--- src/rtl/ofs_pkg.sv ---
package ofs_pkg;

  typedef enum logic [1:0] {
    SLOT_E_LO = 2'd0,
    SLOT_E_HI = 2'd1,
    SLOT_F_LO = 2'd2,
    SLOT_F_HI = 2'd3
  } slot_e;

  localparam int LO_RESET_VAL = 7;

endpackage

--- src/rtl/ofs_slot_ptr.sv ---
module ofs_slot_ptr
  import ofs_pkg::*;
(
  input  logic  clk,
  input  logic  rst,
  input  logic  adv,
  output slot_e slot
);

  logic [1:0] cnt_q;

  always_ff @(posedge clk) begin
    if (rst)      cnt_q <= 2'd0;
    else if (adv) cnt_q <= cnt_q + 2'd1;
  end

  assign slot = slot_e'(cnt_q);

  p_ptr_step_r3: assert property (@(posedge clk) disable iff (rst)
    adv |=> (cnt_q == $past(cnt_q) + 2'd1));

  p_ptr_keep_r4: assert property (@(posedge clk) disable iff (rst)
    !adv |=> $stable(cnt_q));

endmodule

--- src/rtl/ofs_bank.sv ---
module ofs_bank
  import ofs_pkg::*;
#(
  parameter int DATA_W = 9,
  parameter int HI_W   = 6
) (
  input  logic              clk,
  input  logic              rst,
  input  logic              we,
  input  slot_e             wslot,
  input  logic [DATA_W-1:0] wdata,
  input  slot_e             rslot,
  output logic [DATA_W-1:0] rdata,
  output logic [DATA_W-1:0] e_lo,
  output logic [HI_W-1:0]   e_hi,
  output logic [DATA_W-1:0] f_lo,
  output logic [HI_W-1:0]   f_hi
);

  localparam int PAD_W = DATA_W - HI_W;

  logic [DATA_W-1:0] lo_q [2];
  logic [HI_W-1:0]   hi_q [2];

  for (genvar g = 0; g < 2; g++) begin : g_side
    localparam logic [1:0] LO_IDX = 2'(2 * g);
    localparam logic [1:0] HI_IDX = 2'(2 * g + 1);

    always_ff @(posedge clk) begin
      if (rst) begin
        lo_q[g] <= DATA_W'(LO_RESET_VAL);
        hi_q[g] <= '0;
      end else if (we) begin
        if (wslot == slot_e'(LO_IDX)) lo_q[g] <= wdata;
        if (wslot == slot_e'(HI_IDX)) hi_q[g] <= wdata[HI_W-1:0];
      end
    end
  end

  always_comb begin
    unique case (rslot)
      SLOT_E_LO: rdata = lo_q[0];
      SLOT_E_HI: rdata = {{PAD_W{1'b0}}, hi_q[0]};
      SLOT_F_LO: rdata = lo_q[1];
      SLOT_F_HI: rdata = {{PAD_W{1'b0}}, hi_q[1]};
      default:   rdata = '0;
    endcase
  end

  assign e_lo = lo_q[0];
  assign e_hi = hi_q[0];
  assign f_lo = lo_q[1];
  assign f_hi = hi_q[1];

  p_hi_mask_r5: assert property (@(posedge clk) disable iff (rst)
    (we && wslot == SLOT_E_HI) |=> (hi_q[0] == $past(wdata[HI_W-1:0])));

  p_untouched_r2: assert property (@(posedge clk) disable iff (rst)
    (we && wslot != SLOT_E_LO) |=> $stable(lo_q[0]));

endmodule

--- src/rtl/ofs_load_seq.sv ---
module ofs_load_seq
  import ofs_pkg::*;
#(
  parameter int DATA_W = 9,
  parameter int ADDR_W = 15
) (
  input  logic              clk,
  input  logic              rst,
  input  logic              load_mode,
  input  logic              wr_en,
  input  logic              rd_en,
  input  logic [DATA_W-1:0] din,
  output logic [DATA_W-1:0] dout,
  output logic [ADDR_W-1:0] empty_ofs,
  output logic [ADDR_W-1:0] full_ofs
);

  // high part width; the design assumes 0 < HI_W < DATA_W
  localparam int HI_W = ADDR_W - DATA_W;

  logic              wr_fire, rd_fire;
  slot_e             wslot, rslot;
  logic [DATA_W-1:0] rd_word;
  logic [DATA_W-1:0] e_lo, f_lo;
  logic [HI_W-1:0]   e_hi, f_hi;

  // a write wins over a read requested in the same cycle
  assign wr_fire = load_mode && wr_en;
  assign rd_fire = load_mode && rd_en && !wr_en;

  ofs_slot_ptr u_wptr (
    .clk  (clk),
    .rst  (rst),
    .adv  (wr_fire),
    .slot (wslot)
  );

  ofs_slot_ptr u_rptr (
    .clk  (clk),
    .rst  (rst),
    .adv  (rd_fire),
    .slot (rslot)
  );

  ofs_bank #(
    .DATA_W (DATA_W),
    .HI_W   (HI_W)
  ) u_bank (
    .clk   (clk),
    .rst   (rst),
    .we    (wr_fire),
    .wslot (wslot),
    .wdata (din),
    .rslot (rslot),
    .rdata (rd_word),
    .e_lo  (e_lo),
    .e_hi  (e_hi),
    .f_lo  (f_lo),
    .f_hi  (f_hi)
  );

  always_ff @(posedge clk) begin
    if (rst)          dout <= '0;
    else if (rd_fire) dout <= rd_word;
  end

  assign empty_ofs = {e_hi, e_lo};
  assign full_ofs  = {f_hi, f_lo};

  p_wr_priority_r8: assert property (@(posedge clk) disable iff (rst)
    (load_mode && wr_en && rd_en) |=> $stable(dout));

  p_hold_r10: assert property (@(posedge clk) disable iff (rst)
    !(load_mode && rd_en) |=> $stable(dout));

  p_hi_zero_r5: assert property (@(posedge clk) disable iff (rst)
    (rd_fire && (rslot == SLOT_E_HI || rslot == SLOT_F_HI))
      |=> (dout[DATA_W-1:HI_W] == '0));

  p_rd_step_r7: assert property (@(posedge clk) disable iff (rst)
    (rd_fire && rslot == SLOT_F_HI) |=> (rslot == SLOT_E_LO));

endmodule

--- config.mk ---
export PLATFORM = sky130hd
export DESIGN_NAME = ofs_load_seq
export DESIGN_NICKNAME = d
export VERILOG_FILES = /design/src/rtl/ofs_pkg.sv /design/src/rtl/ofs_slot_ptr.sv /design/src/rtl/ofs_bank.sv /design/src/rtl/ofs_load_seq.sv
export SDC_FILE = /design/constraint.sdc
export NUM_CORES = 1
export LEC_CHECK = 0
export BUFFER_PORTS_ARGS = -buffer_cell sky130_fd_sc_hd__buf_2
export CORE_MARGIN = 2
export CORE_UTILIZATION = 29
export DETAILED_ROUTE_END_ITERATION = 6
export PLACE_DENSITY_LB_ADDON = 0.15
export SLEW_MARGIN = 30
export SYNTH_ARGS = -nofsm -noshare
export SYNTH_HDL_FRONTEND = slang
export SYNTH_SLANG_ARGS = --single-unit
export TNS_END_PERCENT = 1
--- constraint.sdc ---
create_clock -name clk -period 4.55 [get_ports clk]
set_clock_uncertainty 0.1 [all_clocks]
set_input_delay 0.455 -clock clk [delete_from_list [all_inputs] [get_ports clk]]
set_output_delay 0.455 -clock clk [all_outputs]
set_load 0.005 [all_outputs]
* Yosys cells after proc, flatten, opt, wreduce, memory -nomap -nowiden
Memories as Yosys holds them, arrays and structs flattened.
Index checks and enable logic that the tools add are counted.
** Storage, ports and cells
- Output and inout bits :: 39
- Word-level logic and storage cells :: 46
- RAM bits :: 30
- Memories :: 2
- Bits in registers :: 13
- Input port bits :: 14
** Operators by class
- Bitwise gates (word level) :: 4
- Reduce and logical (&&, ||, !) cells :: 6
- Add/sub/neg operators :: 2
- Mux-type cells :: 23
- Eq/ne operators :: 6
** Memories
- u_bank.lo_q :: depth 2, bits a word 9, read ports 2, clocked after memory_dff 0, write ports 2, RTL line ofs_bank.sv:22 : logic [DATA_W-1:0] lo_q [2];
- u_bank.hi_q :: depth 2, bits a word 6, read ports 2, clocked after memory_dff 0, write ports 2, RTL line ofs_bank.sv:23 : logic [HI_W-1:0] hi_q [2];
** Operators with widths (count)
- one-hot mux 9 bit (4 select lines) :: 1
- two-way mux 1 bit :: 18
- two-way mux 9 bit :: 2
- two-way mux 6 bit :: 2
- equality test 2 bit (second input constant) :: 4
- adder 2 x 1 -> 2 bit (second input constant) :: 2
- equality test 2 x 1 -> 1 bit (second input constant) :: 2
- logical NOT 2 bit :: 2
- bitwise OR 1 bit :: 4
- logical AND 1 bit :: 3
- logical NOT 1 bit :: 1

* Logic depth before layout (Yosys ltp)
- Depth in word-level cells :: 6
- Depth in mapped cells :: 6
- Mapped depth without buffers :: 5

* Hierarchy
A second synthesis with hierarchy kept.
** Second synthesis, totals
- Cells, all modules :: 147
- Area, all modules :: 1948.1 um^2
** By module, submodules not included
- ofs_bank :: seq. area each 900.9 um^2, times used 1, cells each 93, area an instance 1376.3 um^2
- ofs_load_seq :: seq. area each 180.2 um^2, times used 1, cells each 40, area an instance 414.1 um^2
- ofs_slot_ptr :: seq. area each 40.0 um^2, times used 2, cells each 7, area an instance 78.8 um^2

* Worst setup path before layout
OpenSTA, ideal clock, no wires.
- Path type :: register to register
- Start :: register u_rptr.cnt_q[0], in the netlist u_rptr.slot[0]
- End :: register dout[5]
- Data arrival time :: 1.268 ns
- Path slack :: 3.112 ns
- Stages on the path, launching flop included :: 7
- Clock period less this slack :: 1.438 ns
- Data required time :: 4.380 ns
- Cells stage by stage :: dfxtp_1 -> inv_1 -> ha_1 -> buf_6 -> nor2b_2 -> a211o_1 -> a21oi_1
** On the way
- Longest elaborated chain between the ends :: 2
- Elaborated cells between the ends (all ways) :: 5
** Ends and longest elaborated chain
- start: declaration :: RTL line ofs_slot_ptr.sv:10 : logic [1:0] cnt_q;
- start signal: assignment :: RTL line ofs_slot_ptr.sv:14 : else if (adv) cnt_q <= cnt_q + 2'd1;
- equality test 2 bit (tied with other cells) :: RTL line ofs_bank.sv:41 : unique case (rslot)
- one-hot mux 9 bit (4 select lines) (*) :: RTL line ofs_bank.sv:41
- end signal: assignment :: RTL line ofs_load_seq.sv:64 : else if (rd_fire) dout <= rd_word;
- end: declaration :: RTL line ofs_load_seq.sv:13 : output logic [DATA_W-1:0] dout,
Every way passes the cells marked *; elsewhere a longest branch is shown, timed or not.
A chain may end at the register's enable or synchronous reset.

* Worst setup path in the final report
- Start :: register u_rptr.cnt_q[0], in the netlist u_rptr.slot[0]
- End :: register dout[8]
Same word-level chain as after synthesis.

==> impl_metrics.ini <==
[die]
dieArea_sq_um = 7638
pin_count = 53
die_x_microns = 87.40
die_y_microns = 87.40
row_count = 30
start_util_pct = 29.85
core-area_sq_um = 6756

[route]
wl_per_cell_microns = 15.38
num_vias = 1328
via_per_inst = 4.548
drt-pass1-iter-count = 4
drc_errors = 0
drtIter0Drc = 53
wl_mm = 4.491
antenna_left = 0

[critical_path]
crit_type = register to register
crit_required_ns = 4.62
cp-start-kind = register
crit_path_max_fanout = 16
reg2reg_slack_ns = 2.80
crit_path_end_kind = register
arrival_ns = 1.82

[layout]
fillCellCount = 695
drive_above_1_share_pct = 36.32
diodes = 0
syn_to_final_growth_pct = 20.53
nets = 233

[global_route]
grt_pass1_wl_mm = 7.093
grt_pass1_vias = 1329
grt_max_degree = 22
gr-usage-all-layers_pct = 12.55
overflow = 0
antenna_found_initial = 0

[clock_tree]
clockRootBuffer = clkbuf_8
cts_buffers = 5
cts.sinks = 43
ctsHoldBuffers = 0
cts_tree = built
cts_resized = 0
ctsLongestPathBuffers = 2
htreeDepth = 2
clkSlewWorstSetupHoldPaths_ns = 0.08
worstSkewPairLatency_ns = 0.30
post_cts_buffers = 0

[yosys]
netlist_area_sq_um = 2017
ys_seq_area_share_pct = 57.57
ys_types = 27
syn-num-nets = 182
avgSynthCellArea_sq_um = 12.61
synthesis.instances = 160
synth_top_area_share_pct = 44.67
netlist_top_cells_area = edfxtp_1 (45%), dfxtp_1 (13%), and2_1 (7.4%), ha_1 (5.0%), a21oi_1 (3.5%)
synth_seq_cells = 43
ys_warn_count = 0
yosysTopAreaCell = edfxtp_1

[timing]
fmax_ghz = 0.5703
fin_setup_tns_ns = 0
hold_violations = 0
setup_ws_ns = 2.797
setup_violations = 0
maxSlewHeadroom_pct = 66.56
slew_violations = 0
rsz0062_at_grt = no
worst_pin_slew_ns = 0.5017
fin_crit_ns = 1.753
finalCritPeriodShare_pct = 38.54

[placed_design]
pre_cts_ws_ns = 2.786
numPortBuffers = 52
place_hpwl_mm = 3.493
place_congestion = 0.6791

[flow_run]
maxCapViolations = 0

[power_and_ir_drop]
switching_share_pct = 22.53
power_frac_comb_pct = 8.9
seq_power_share_pct = 53.6
p_sw_mw = 0.1878
leakage_nw = 1.004
peakVddDrop_v = 0.0001251
p_int_mw = 0.6457
powerDensity_nw_per_um2 = 342.8
clockPowerShare_pct = 37.5

[min_path]
min_path_type = input port to register

[run_status]
outcome = finished, final reports clean
## cells in the mapped netlist
library cell	number
nand3b_4	1
and4b_1	2
nor2b_2	6
nor3_1	3
nand2_1	9
buf_2	3
a21oi_1	14
ha_1	8
buf_4	2
edfxtp_1	30
inv_1	4
a211o_1	6
buf_6	3
a221oi_2	3
and3b_1	1
xnor2_1	2
nor3b_4	1
nand2b_1	6
and2_1	24
and2b_1	1
nand2_4	1
dfxtp_1	13
a31o_2	4
a22oi_1	6
nand3_1	1
nor2_1	5
nor3b_2	1
## sequential cells by signal, indices dropped and copies added (netlist names)
signal and count:
u_wptr.slot 2, u_bank.lo_q 18, dout 9, u_bank.hi_q 12, u_rptr.slot 2
## worst paths after layout
check / start / end / cells past startpoint
max: u_rptr.slot[0]$_SDFFE_PP0P_ / dout[8]$_SDFFE_PP0P_ / 5
max reg2reg: u_rptr.slot[0]$_SDFFE_PP0P_ / dout[8]$_SDFFE_PP0P_ / 5
min reg2reg: dout[4]$_SDFFE_PP0P_ / dout[4]$_SDFFE_PP0P_ / 2
min: din[7] / u_bank.lo_q[1][7]$_SDFFCE_PN0P_ / 2
## worst max-delay path: stages (launching register included)
cell and delay, ns:
dfxtp_1 0.36, inv_1 0.09, ha_1 0.47, and2b_1 0.29, a221oi_2 0.25, nor3_1 0.07
## power groups by stage
stage	registers, mW	logic [mW]	clock network [mW]
4_1_cts	0.447	0.0763	0.319
5_1_grt	0.449	0.0846	0.334
3_3_place_gp	0.457	0.0753	0
6_report	0.447	0.0745	0.312
3_5_place_dp	0.456	0.0760	0
2_1_floorplan	0.455	0.0454	0
## layout by cell type, fill, tap and decap left out, drive strengths merged, types with 3 or more instances in the layout
master  instances
and2           24
dfxtp          13
ha              8
a221oi          3
a22oi           6
nand2          10
a21oi          14
buf            52
inv             4
nor2b           6
a211o           6
nand2b          6
clkbuf          6
edfxtp         30
nor2            5
nor3            3
a31o            4
## logic make-up after synthesis
kind of cell | Yosys count | synth area share (%)
compound gates | 33 | 12.28
fa+ha+maj | 8 | 4.963
flops | 43 | 57.57
xor+xnor | 2 | 0.8686
buf+inv | 12 | 3.907
simple gates | 62 | 20.41
## area by class of cell
| type | instances | area, sq um | area share, % |
|---|---|---|---|
| Multi-Input combinational cell | 105 | 777.0 | 31.96 |
| Inverter | 4 | 15.01 | 0.6176 |
| Clock inverter | 2 | 35.03 | 1.441 |
| Clock buffer | 6 | 82.58 | 3.397 |
| Timing Repair Buffer | 52 | 260.3 | 10.71 |
| Sequential cell | 43 | 1161 | 47.76 |
| Tap cell | 80 | 100.1 | 4.117 |
## metal layers
layer / vias up / global-route usage, % / wire length, microns
li1: 669 / - / -
met1: 623 / 16.77 / 1984
met2: 30 / 19.83 / 2203
met3: 6 / 3.412 / 245
met4: 0 / 3.776 / 57
met5: - / 0 / 0
## metrics by stage
step / cells / total power, mW / hold WS (ns) / utilization (%) / instance area [sq um]
after global placement: 284 / 0.5320 / 0.3467 / 34.24 / 2313
after floorplan: 160 / 0.5006 / 0.3527 / - / 2017
after detailed placement: 284 / 0.5324 / 0.3435 / 34.24 / 2313
after global routing: 292 / 0.8682 / 0.3551 / 35.98 / 2431
final: 292 / 0.8335 / 0.3495 / 35.98 / 2431
after CTS: 292 / 0.8431 / 0.3440 / 35.98 / 2431
No activity file was read; power rests on OpenSTA's default activity.
